`config.mk`:
```
export PLATFORM = sky130hd
export DESIGN_NAME = window_split
export DESIGN_NICKNAME = d
export VERILOG_FILES = /design/src/rtl/window_split_pkg.sv /design/src/rtl/window_chunker.sv /design/src/rtl/window_cache.sv /design/src/rtl/window_split.sv
export SDC_FILE = /design/constraint.sdc
export NUM_CORES = 1
export LEC_CHECK = 0
export ABC_AREA = 1
export BUFFER_PORTS_ARGS = -buffer_cell sky130_fd_sc_hd__buf_2
export CAP_MARGIN = 20
export CORE_MARGIN = 10
export CORE_UTILIZATION = 43
export DETAILED_ROUTE_END_ITERATION = 8
export SKIP_LAST_GASP = 1
export SYNTH_ARGS = -nofsm -noshare
export SYNTH_HDL_FRONTEND = slang
export SYNTH_SLANG_ARGS = --single-unit
```
`constraint.sdc`:
```
create_clock -name clk -period 11.6 [get_ports clk]
set_input_delay 2.32 -clock clk [delete_from_list [all_inputs] [get_ports clk]]
set_output_delay 2.32 -clock clk [all_outputs]
set_load 0.005 [all_outputs]
```
`src/rtl/window_split_pkg.sv`:
```
// Shared types of the windowed backplane splitter.
// Assumes: nothing beyond the enclosing design's clocking.
package window_split_pkg;

    // Sequencer phases: idle, window diff capture, window writes, data command.
    typedef enum logic [1:0] {
        ST_IDLE  = 2'd0,
        ST_SETUP = 2'd1,
        ST_WIN   = 2'd2,
        ST_DATA  = 2'd3
    } split_state_e;

endpackage

```
`src/rtl/window_chunker.sv`:
```
// Chunk length calculator: smallest of the bytes remaining, the chunk cap,
// and the room left before the next window edge.
// Assumes MAX_CHUNK <= 2**WIN_BITS; purely combinational.
module window_chunker #(
    parameter int WIN_BITS  = 15,
    parameter int LEN_W     = 16,
    parameter int MAX_CHUNK = 64,
    localparam int CHUNK_W  = $clog2(MAX_CHUNK + 1)
) (
    input  logic [WIN_BITS-1:0] offset_i,
    input  logic [LEN_W-1:0]    remain_i,
    output logic [CHUNK_W-1:0]  chunk_o
);
    localparam int MW = (LEN_W > WIN_BITS + 1) ? LEN_W : WIN_BITS + 1;
    localparam logic [MW-1:0] WIN_SIZE = MW'(1) << WIN_BITS;
    localparam logic [MW-1:0] CAP      = MW'(MAX_CHUNK);

    logic [MW-1:0] win_left;
    logic [MW-1:0] rem_w;
    logic [MW-1:0] first_pick;
    logic [MW-1:0] pick;

    // Pick the tightest of the three limits.
    always_comb begin
        win_left   = WIN_SIZE - MW'(offset_i);
        rem_w      = MW'(remain_i);
        first_pick = (rem_w < CAP) ? rem_w : CAP;
        pick       = (win_left < first_pick) ? win_left : first_pick;
        chunk_o    = CHUNK_W'(pick);
    end
endmodule

```
`src/rtl/window_cache.sv`:
```
// Window base cache with lazy byte updates.
// On start_i it compares the three upper base bytes with the cache and marks
// the differing ones pending; pending bytes are presented highest first, one
// per accepted command; the cache takes the new base when the last one is done.
// Assumes start_i and ack_i are never high together.
module window_cache #(
    parameter int               BUS_ADDR_W = 17,
    parameter logic [23:0]      RESET_BYTES = 24'hAAAAAA,
    parameter logic [BUS_ADDR_W-1:0] REG_LO = 17'h1000A
) (
    input  logic                  clk,
    input  logic                  rst_n,
    input  logic [23:0]           base_bytes_i,
    input  logic                  start_i,
    input  logic                  ack_i,
    output logic                  pend_any_o,
    output logic [BUS_ADDR_W-1:0] reg_addr_o,
    output logic [7:0]            reg_data_o
);
    logic [23:0] cache_q;
    logic [23:0] tgt_q;
    logic [2:0]  pend_q;
    logic [2:0]  diff;
    logic [1:0]  sel;
    logic [2:0]  pend_after;

    // Per-byte difference between the requested base and the cache.
    for (genvar g = 0; g < 3; g++) begin : g_diff
        assign diff[g] = base_bytes_i[8*g +: 8] != cache_q[8*g +: 8];
    end

    // Highest pending byte goes first.
    always_comb begin
        if (pend_q[2])      sel = 2'd2;
        else if (pend_q[1]) sel = 2'd1;
        else                sel = 2'd0;
        pend_after = pend_q & ~(3'b001 << sel);
        reg_addr_o = REG_LO + BUS_ADDR_W'(sel);
        reg_data_o = tgt_q[8*sel +: 8];
        pend_any_o = |pend_q;
    end

    // Capture the diff, retire bytes, commit the new base.
    always_ff @(posedge clk) begin
        if (!rst_n) begin
            cache_q <= RESET_BYTES;
            tgt_q   <= '0;
            pend_q  <= '0;
        end else if (start_i) begin
            tgt_q  <= base_bytes_i;
            pend_q <= diff;
        end else if (ack_i && pend_any_o) begin
            pend_q <= pend_after;
            if (pend_after == 3'b000) cache_q <= tgt_q;
        end
    end

    // each accepted window write retires exactly one pending byte.
    a_r2_one_byte_per_write: assert property (@(posedge clk) disable iff (!rst_n)
        (ack_i && pend_any_o) |=> ($countones(pend_q) == $countones($past(pend_q)) - 1));
endmodule

```
`src/rtl/window_split.sv`:
```
// Windowed backplane access splitter (top).
// Accepts one request at a time, updates the window base registers that
// changed, then emits one data command per chunk until the request is done.
// Assumes BUS_ADDR_W > WIN_BITS and WIN_BITS >= 8; data bytes bypass this block.
module window_split
    import window_split_pkg::*;
#(
    parameter int WIN_BITS   = 15,
    parameter int LEN_W      = 16,
    parameter int MAX_CHUNK  = 64,
    parameter int BUS_ADDR_W = 17,
    parameter logic [31:0] RESET_BASE = 32'hAAAA_AAAA,
    parameter logic [BUS_ADDR_W-1:0] WIN_REG_LO = 17'h1000A,
    localparam int CHUNK_W = $clog2(MAX_CHUNK + 1)
) (
    input  logic                  clk,
    input  logic                  rst_n,
    input  logic                  req_valid,
    output logic                  req_ready,
    input  logic [31:0]           req_addr,
    input  logic [LEN_W-1:0]      req_len,
    input  logic                  req_write,
    input  logic                  req_bulk,
    output logic                  req_err,
    output logic                  busy,
    output logic                  cmd_valid,
    input  logic                  cmd_ready,
    output logic                  cmd_write,
    output logic [BUS_ADDR_W-1:0] cmd_addr,
    output logic [CHUNK_W-1:0]    cmd_len,
    output logic [7:0]            cmd_wdata
);
    localparam logic [31:0] WIN_MASK = (32'd1 << WIN_BITS) - 32'd1;

    split_state_e          state_q;
    logic [31:0]           addr_q;
    logic [LEN_W-1:0]      rem_q;
    logic                  wr_q;
    logic                  flag_q;
    logic                  err_q;

    logic [WIN_BITS-1:0]   offset;
    logic [23:0]           base_bytes;
    logic [CHUNK_W-1:0]    chunk;
    logic                  pend_any;
    logic [BUS_ADDR_W-1:0] reg_addr;
    logic [7:0]            reg_data;
    logic [BUS_ADDR_W-1:0] data_addr;
    logic                  win_ack;

    assign offset     = addr_q[WIN_BITS-1:0];
    assign base_bytes = addr_q[31:8] & ~WIN_MASK[31:8];
    assign win_ack    = (state_q == ST_WIN) && cmd_valid && cmd_ready;

    window_chunker #(
        .WIN_BITS (WIN_BITS),
        .LEN_W    (LEN_W),
        .MAX_CHUNK(MAX_CHUNK)
    ) u_chunker (
        .offset_i (offset),
        .remain_i (rem_q),
        .chunk_o  (chunk)
    );

    window_cache #(
        .BUS_ADDR_W (BUS_ADDR_W),
        .RESET_BYTES(RESET_BASE[31:8]),
        .REG_LO     (WIN_REG_LO)
    ) u_cache (
        .clk         (clk),
        .rst_n       (rst_n),
        .base_bytes_i(base_bytes),
        .start_i     (state_q == ST_SETUP),
        .ack_i       (win_ack),
        .pend_any_o  (pend_any),
        .reg_addr_o  (reg_addr),
        .reg_data_o  (reg_data)
    );

    // Data command address: offset plus the 32-bit access flag above it.
    always_comb begin
        data_addr              = '0;
        data_addr[WIN_BITS-1:0] = offset;
        data_addr[WIN_BITS]     = flag_q;
    end

    // Command mux: window register write or chunk data command.
    always_comb begin
        cmd_valid = 1'b0;
        cmd_write = 1'b0;
        cmd_addr  = '0;
        cmd_len   = '0;
        cmd_wdata = '0;
        if (state_q == ST_WIN) begin
            cmd_valid = pend_any;
            cmd_write = 1'b1;
            cmd_addr  = reg_addr;
            cmd_len   = CHUNK_W'(1);
            cmd_wdata = reg_data;
        end else if (state_q == ST_DATA) begin
            cmd_valid = 1'b1;
            cmd_write = wr_q;
            cmd_addr  = data_addr;
            cmd_len   = chunk;
        end
    end

    // Request sequencer: accept, window update, chunk loop.
    always_ff @(posedge clk) begin
        if (!rst_n) begin
            state_q <= ST_IDLE;
            addr_q  <= '0;
            rem_q   <= '0;
            wr_q    <= 1'b0;
            flag_q  <= 1'b0;
            err_q   <= 1'b0;
        end else begin
            err_q <= 1'b0;
            case (state_q)
                ST_IDLE: begin
                    if (req_valid && req_len != '0) begin
                        if (req_bulk && req_addr[1:0] != 2'b00) begin
                            err_q <= 1'b1;
                        end else begin
                            addr_q  <= req_addr;
                            rem_q   <= req_len;
                            wr_q    <= req_write;
                            flag_q  <= !req_bulk && (req_len == LEN_W'(4));
                            state_q <= ST_SETUP;
                        end
                    end
                end
                ST_SETUP: state_q <= ST_WIN;
                ST_WIN: begin
                    if (!pend_any) state_q <= ST_DATA;
                end
                ST_DATA: begin
                    if (cmd_ready) begin
                        if (rem_q == LEN_W'(chunk)) begin
                            state_q <= ST_IDLE;
                        end else begin
                            addr_q  <= addr_q + 32'(chunk);
                            rem_q   <= rem_q - LEN_W'(chunk);
                            state_q <= ST_SETUP;
                        end
                    end
                end
                default: state_q <= ST_IDLE;
            endcase
        end
    end

    assign busy      = (state_q != ST_IDLE);
    assign req_ready = (state_q == ST_IDLE);
    assign req_err   = err_q;

    // a stalled command keeps every field.
    a_r8_hold_on_stall: assert property (@(posedge clk) disable iff (!rst_n)
        (cmd_valid && !cmd_ready) |=> (cmd_valid && $stable(cmd_addr) && $stable(cmd_len)
                                       && $stable(cmd_write) && $stable(cmd_wdata)));

    // a data chunk is nonempty, capped, and stays inside its window.
    a_r4_chunk_bounds: assert property (@(posedge clk) disable iff (!rst_n)
        (state_q == ST_DATA) |-> (chunk != '0 && int'(chunk) <= MAX_CHUNK
                                  && int'(offset) + int'(chunk) <= (1 << WIN_BITS)));

    // a rejected request leaves the block idle with no command.
    a_r6_err_idle: assert property (@(posedge clk) disable iff (!rst_n)
        req_err |-> (!busy && !cmd_valid));

    // busy only ends right after a data command was taken.
    a_r7_busy_ends_on_data: assert property (@(posedge clk) disable iff (!rst_n)
        $fell(busy) |-> $past(state_q == ST_DATA && cmd_ready));
endmodule

```
==> run_results.csv, run 1 <==
group,metric,value,unit
status,status,"completed",
global_route,grt_use_total,0.199,
synth,yosys.area_share.simple,0.302,
sta,rsz0062_at_grt,"no",
placed_design,gp_congestion,0.869,
routing,vias,6715,
synth,synth_compound_area_frac,0.198,
global_route,grt_max_degree,67,
placed_design,place_ws,5.82,ns
routing,drt-initial-drc-count,426,
sta,worstMarginPinSlew,0.916,ns
worst_setup_path,reg2regPathDepth,31,
finish,syn_to_final_growth,13.2,%
routing,wirelength,20000,um
worst_setup_path,r2r_end,"addr_q[21]",
synth,yosys_most_used_dff,"dfxtp_1",
worst_setup_path,required,9.28,ns
global_route,grt-ovfl-total,0,
clock_tree,cts_setup_buffers,0,
sta,setup_tns,0,ns
sta,period_needed,6.16,ns
sta,finalHoldViolCount,0,
routing,post_drt_wl_per_cell,16.0,um
worst_hold_path,hold_class,"flop to flop",
pwr,peakVddDrop,0.000166,V
placed_design,io_buffers,90,
synth,synth_top_family_by_area,"simple AND/OR/NAND/NOR gates",
routing,via_per_inst,5.37,
clock_tree,worstSkewPairLatency,0.36,ns
synth,synthXorXnorAreaFrac,0.0455,
die,core_area,0.0145,mm^2
global_route,antenna_found_initial,0,
sta,finalSetupViolations,0,
die,dieWidth,142,um
synth,syn-cell-area,0.00636,mm^2
worst_hold_path,hp-start,"wr_q",
sta,fin_crit_sh,0.531,
routing,drtPass1Iterations,5,
synth,synth_edf_count,0,
clock_tree,clock-sinks,91,
synth,synth.avg_cell_area,6.41,um^2
worst_setup_path,reg2reg_slack,6.11,ns
finish,design_area,0.00720,mm^2
worst_hold_path,hold_end,"wr_q",
die,rows,44,
die,io_pins,91,
finish,fillCellCount,1587,
worst_setup_path,end_kind,"primary output",
worst_setup_path,criticalPathCategory,"flop to primary output",
synth,ys_async_sr_fraction,0,
flow_run,maxCapViolCount,0,
synth,synthAdderAreaFrac,0.0732,
worst_hold_path,hold_depth,2,
sta,fmax,162,MHz
clock_tree,cts_tree,"done",
placed_design,dpl.hpwl,14800,um
sta,max-slew-margin-rel,0.383,
finish,fin_nets,1153,
clock_tree,cts_root_buffer,"clkbuf_16",
sta,holdWs,0.461,ns
synth,synth_warnings,0,
clock_tree,cts_max_level,3,
global_route,grt_pass1_wl,33100,um
placed_design,placed_cell_area,0.00691,mm^2
global_route,grt_pass1_vias,6447,
clock_tree,holdBufCountCts,0,
sta,final-max-slew-violation-count,0,
die,dieArea,0.0201,mm^2
synth,seq_area_frac_synth,0.287,
finish,fin_util,0.495,
pwr,powerDensity,303,mW/mm^2
synth,postSynthCellCount,992,
finish,drive_above_1_share,0.117,
worst_setup_path,arrival,3.84,ns
routing,postRouteAntennaNets,0,
synth,synth_mux_area_frac,0,
worst_setup_path,cp_max_fo,8,
worst_setup_path,start_kind,"flop",
sta,skew,0.00835,ns
clock_tree,ctsResizeCount,0,
sta,fin_ws,5.44,ns
die,initial_utilization,0.437,
clock_tree,clk_pin_slew_worst_paths,0.07,ns
die,die_h,142,um
synth,ys_ff_latch,91,
worst_setup_path,timing.rr.start,"addr_q[0]",
synth,ys_types,44,
clock_tree,cts_made_buffers,9,
clock_tree,ctsLongestPathBuffers,2,
pwr,power_leakage,0.00333,uW
routing,drc,0,
finish,diodes,0,
==> how the worst max path moves through the flow <==
stage	start	to	slack (ns)	cells past startpoint
finish	addr_q[0]	cmd_len[1]	5.44	20
global route	addr_q[1]	cmd_len[1]	4.97	20
CTS	addr_q[0]	cmd_len[1]	5.41	20
detailed placement	addr_q[0]	cmd_len[1]	5.82	20
global placement	addr_q[0]	cmd_len[1]	5.88	20
floorplan	addr_q[1]	cmd_len[1]	6.42	19
==> cells in the final DEF (no fill, tap or decap), types with 10 or more instances in the layout <==
master / Yosys / routed
nand2_1: 201 / 201
nor2_1: 125 / 125
inv_1: 97 / 97
a21oi_1: 94 / 94
dfxtp_1: 91 / 91
o21ai_0: 90 / 90
buf_2: 10 / 90
nand3_1: 70 / 70
ha_1: 34 / 33
xor2_1: 23 / 23
nor3_1: 18 / 18
nand4_1: 15 / 15
o211ai_1: 13 / 13
xnor2_1: 10 / 10
==> sequential cells by signal, indices dropped and copies added (netlist names) <==
| register | count |
|---|---|
| u_cache.tgt_q | 17 |
| u_cache.pend_q | 3 |
| req_err | 1 |
| rem_q | 16 |
| wr_q | 1 |
| addr_q | 32 |
| u_cache.cache_q | 18 |
| state_q | 2 |
| flag_q | 1 |
==> critical path: stages (launching register included) <==
cell     delay (ns)
dfxtp_1        0.34
inv_1          0.13
ha_1           0.20
nand3_1        0.12
nor3_1         0.26
nand2_1        0.09
nor2_1         0.22
nand4_1        0.17
inv_1          0.11
nand3_1        0.08
xor2_1         0.15
inv_1          0.06
ha_1           0.19
a21oi_1        0.11
o21ai_0        0.10
nor2_1         0.42
nand2_2        0.20
nand2_1        0.11
nand2_1        0.17
nor2_1         0.13
buf_2          0.13
==> per-stage QoR <==
stage          power, uW  instances
3_5_place_dp        1870       1236
4_1_cts             2180       1251
2_1_floorplan       1560       1000
3_3_place_gp        1880       1236
5_1_grt             2430       1251
6_report            2180       1251
==> cell usage after synthesis, types with 3 or more instances <==
library cell	number	area (um^2)
a31oi_1	9	56.3
nor3_1	18	90.1
inv_1	97	364
o21ai_0	90	450
or2_2	4	25.0
buf_2	10	50.1
nor2_1	125	469
nand3b_1	6	45.0
nor4_1	3	18.8
o211ai_1	13	97.6
dfxtp_1	91	1820
nand2_1	201	754
xnor2_1	10	87.6
nand2_2	3	18.8
buf_1	4	15.0
o22ai_1	5	31.3
xor2_1	23	201
o21ai_1	5	25.0
o221ai_1	3	26.3
a21oi_1	94	470
clkinv_1	4	15.0
nand4_1	15	93.8
a211oi_1	5	37.5
ha_1	34	425
nand3_1	70	350
buf_6	4	45.0
clkbuf_1	26	97.6
==> logic make-up after synthesis <==
logic type	Yosys count
buffers and inverters	148
other	1
DFF	91
and+or+nand+nor	451
xor gates and xnor gates	33
AOI/OAI and AO/OA	232
adders and majority gates	36
==> report_power, final <==
part / internal, uW / switching (uW) / total, uW
Sequential: 411 / 115 / 526
Combinational: 479 / 876 / 1360
Clock: 167 / 136 / 303
Total: 1060 / 1130 / 2180
==> routing by layer <==
metal	wire length, um	up-vias	GRT usage	share of wire
met4	282	0	0.0576	0.014
met5	0	-	0	0
li1	-	3444	-	-
met3	1260	19	0.0334	0.063
met1	9940	3058	0.283	0.50
met2	8530	194	0.302	0.43
==> area by class of cell <==
type	count	area, um^2	share of cell area
Clock buffer	9	225	0.0313
Sequential cell	91	1820	0.253
Inverter	103	387	0.0537
Tap cell	184	230	0.0320
Timing Repair Buffer	97	503	0.0699
Clock inverter	6	65.1	0.00904
Multi-Input combinational cell	761	3970	0.551
No activity file was read; power rests on OpenSTA's default activity.
==> inputs of run 2 (changes only) <==
PLACE_DENSITY = 0.65   (was default)
clock period = 5.1 ns   (was 11.6 ns; I/O delays follow)
==> run 2 against run 1 <==
Worst hold slack worse by 0.0055 ns. Critical path depth up 12. Clock power rose to 2.5 times the previous value. Flip-flop and latch count unchanged. Largest cell class unchanged. Sequential share of layout area down 0.63 points. Critical endpoint is now addr_q[26].
==> run_results.csv, run 2 (synthesis results as in run 1) <==
group,metric,value,unit
status,status,"completed",
die,io_pins,91,
pwr,power_frac_comb,0.623,
worst_setup_path,end_kind,"flop",
worst_setup_path,arrival,4.98,ns
pwr,peakVddDrop,0.000310,V
global_route,grt-ovfl-total,0,
sta,worstMarginPinSlew,0.862,ns
finish,top_register,"addr_q",
routing,vias,6781,
pwr,pwr-share-seq,0.230,
pwr,power.total,5200,uW
global_route,met2_usage,0.287,
clock_tree,clock-sinks,91,
sta,fmax,210,MHz
finish,top_regs,"addr_q (32), u_cache.cache_q (18), u_cache.tgt_q (17)",
sta,finalSetupViolations,0,
die,dieArea,0.0201,mm^2
global_route,antenna_found_initial,0,
worst_setup_path,start_kind,"flop",
clock_tree,cts_tree,"done",
pwr,powerDensity,705,mW/mm^2
placed_design,io_buffers,90,
clock_tree,worstSkewPairLatency,0.36,ns
die,core_area,0.0145,mm^2
finish,design_area,0.00738,mm^2
placed_design,placed_cell_area,0.00698,mm^2
clock_tree,holdBufCountCts,0,
worst_setup_path,cp_max_fo,7,
pwr,switching_share,0.506,
worst_setup_path,critPathBufInv,5,
routing,drtPass1Iterations,5,
placed_design,place_ws,0.157,ns
global_route,top_usage_layer,"met2",
worst_hold_path,hold_class,"flop to flop",
clock_tree,cts_max_level,3,
finish,largest_reg_flops,32,
routing,drc,0,
sta,max-slew-margin-rel,0.419,
routing,postRouteAntennaNets,0,
pwr,p_int,2570,uW
worst_setup_path,criticalPathCategory,"flop to flop",
finish,final_common_cell,"nand2_1",
sta,fin_ws,0.344,ns
finish,fin_cells,1260,
pwr,power_leakage,0.00342,uW
finish,diodes,0,
clock_tree,cts_root_buffer,"clkbuf_16",
clock_tree,ctsLongestPathBuffers,2,
worst_setup_path,crit_family,"simple AND/OR/NAND/NOR gates",
placed_design,dpl.hpwl,14800,um
global_route,use_met3,0.0494,
routing,drt-initial-drc-count,563,
flow_run,maxCapViolCount,0,
sta,fin_crit_sh,0.933,
pwr,power_switching,2630,uW
global_route,grt_max_degree,58,
sta,final-max-slew-violation-count,0,
routing,wirelength,19800,um
die,dieWidth,142,um
die,initial_utilization,0.437,
worst_setup_path,crit_top_cell,"nand2_1",
sta,setup_tns,0,ns
global_route,grt_pass1_wl,32300,um
sta,period_needed,4.76,ns
routing,via_per_inst,5.38,
worst_setup_path,required,5.32,ns
pwr,power.clock.fraction,0.147,
worst_setup_path,crit_slowest_cell,"fa_1",
finish,final_cell_mix,"nand2_1, nor2_1, inv_1",
die,rows,44,
global_route,grt_use_total,0.194,
placed_design,place_inst,1242,
finish,syn_to_final_growth,16.1,%
placed_design,gp_congestion,0.867,
finish,fin_nets,1161,
die,die_h,142,um
clock_tree,clk_pin_slew_worst_paths,0.07,ns
sta,finalHoldViolCount,0,
routing,post_drt_wl_per_cell,15.7,um
finish,fillCellCount,1526,
worst_setup_path,cp_slowest_stage_delay,0.40,ns
global_route,gr-usage-met1,0.273,
clock_tree,cts_made_buffers,9,
finish,drive_above_1_share,0.138,
global_route,grt_pass1_vias,6229,
sta,skew,0.0138,ns
[run 2: cell types whose count changed in the layout (fill, tap and decap cells not counted), sizes merged]
| cell | delta |
|---|---|
| clkinvlp | +1 |
| clkinv | -3 |
| inv | +1 |
| buf | +8 |
| bufinv | +1 |
| clkbuf | +1 |
[run 2: power groups by stage]
| stage | clock network [uW] | logic [uW] | registers (uW) |
|---|---|---|---|
| 2_1_floorplan | 0 | 2440 | 1100 |
| 3_3_place_gp | 0 | 3140 | 1200 |
| 3_5_place_dp | 0 | 3140 | 1200 |
| 4_1_cts | 782 | 3170 | 1180 |
| 5_1_grt | 805 | 3680 | 1230 |
| 6_report | 766 | 3240 | 1200 |
[run 2: what timing repair did]
item | in CTS | in global routing
hold endpoints to repair | 0 | 0
setup buffers | 0 | 2
setup endpoints to repair | 0 | 48
gates resized for setup | 0 | 17
[run 2: layout make-up]
type,count,area (um^2),area share
clock inverters,6,93.8,0.0127
repair buffers,105,588,0.0797
flip-flops and latches,91,1820,0.247
inverters,103,387,0.0524
multi-input cells,761,4020,0.545
clock buffers,10,239,0.0324
well taps,184,230,0.0312
[run 2: stage by stage]
stage / utilization / hold slack, ns
floorplan: - / 0.419
global placement: 0.480 / 0.443
detailed placement: 0.480 / 0.434
CTS: 0.503 / 0.455
global route: 0.508 / 0.475
finish: 0.508 / 0.455
[run 2: path summary, 6_finish.rpt]
kind	start	end	slack, ns	cells past startpoint
setup / recovery	addr_q[0]	addr_q[26]	0.34	32
hold / removal	wr_q	wr_q	0.46	2
setup reg to reg	addr_q[0]	addr_q[26]	0.34	32
hold reg to reg	wr_q	wr_q	0.46	2
[run 2: metal layers]
layer	vias up	wire length (um)
met1	3107	9760
li1	3455	-
met4	0	284
met3	19	1330
met5	-	0
met2	200	8440
[run 2: worst min-delay path: stages (launching register included)]
cell and delay, ns:
dfxtp_1 0.30, inv_1 0.06, a21oi_1 0.05
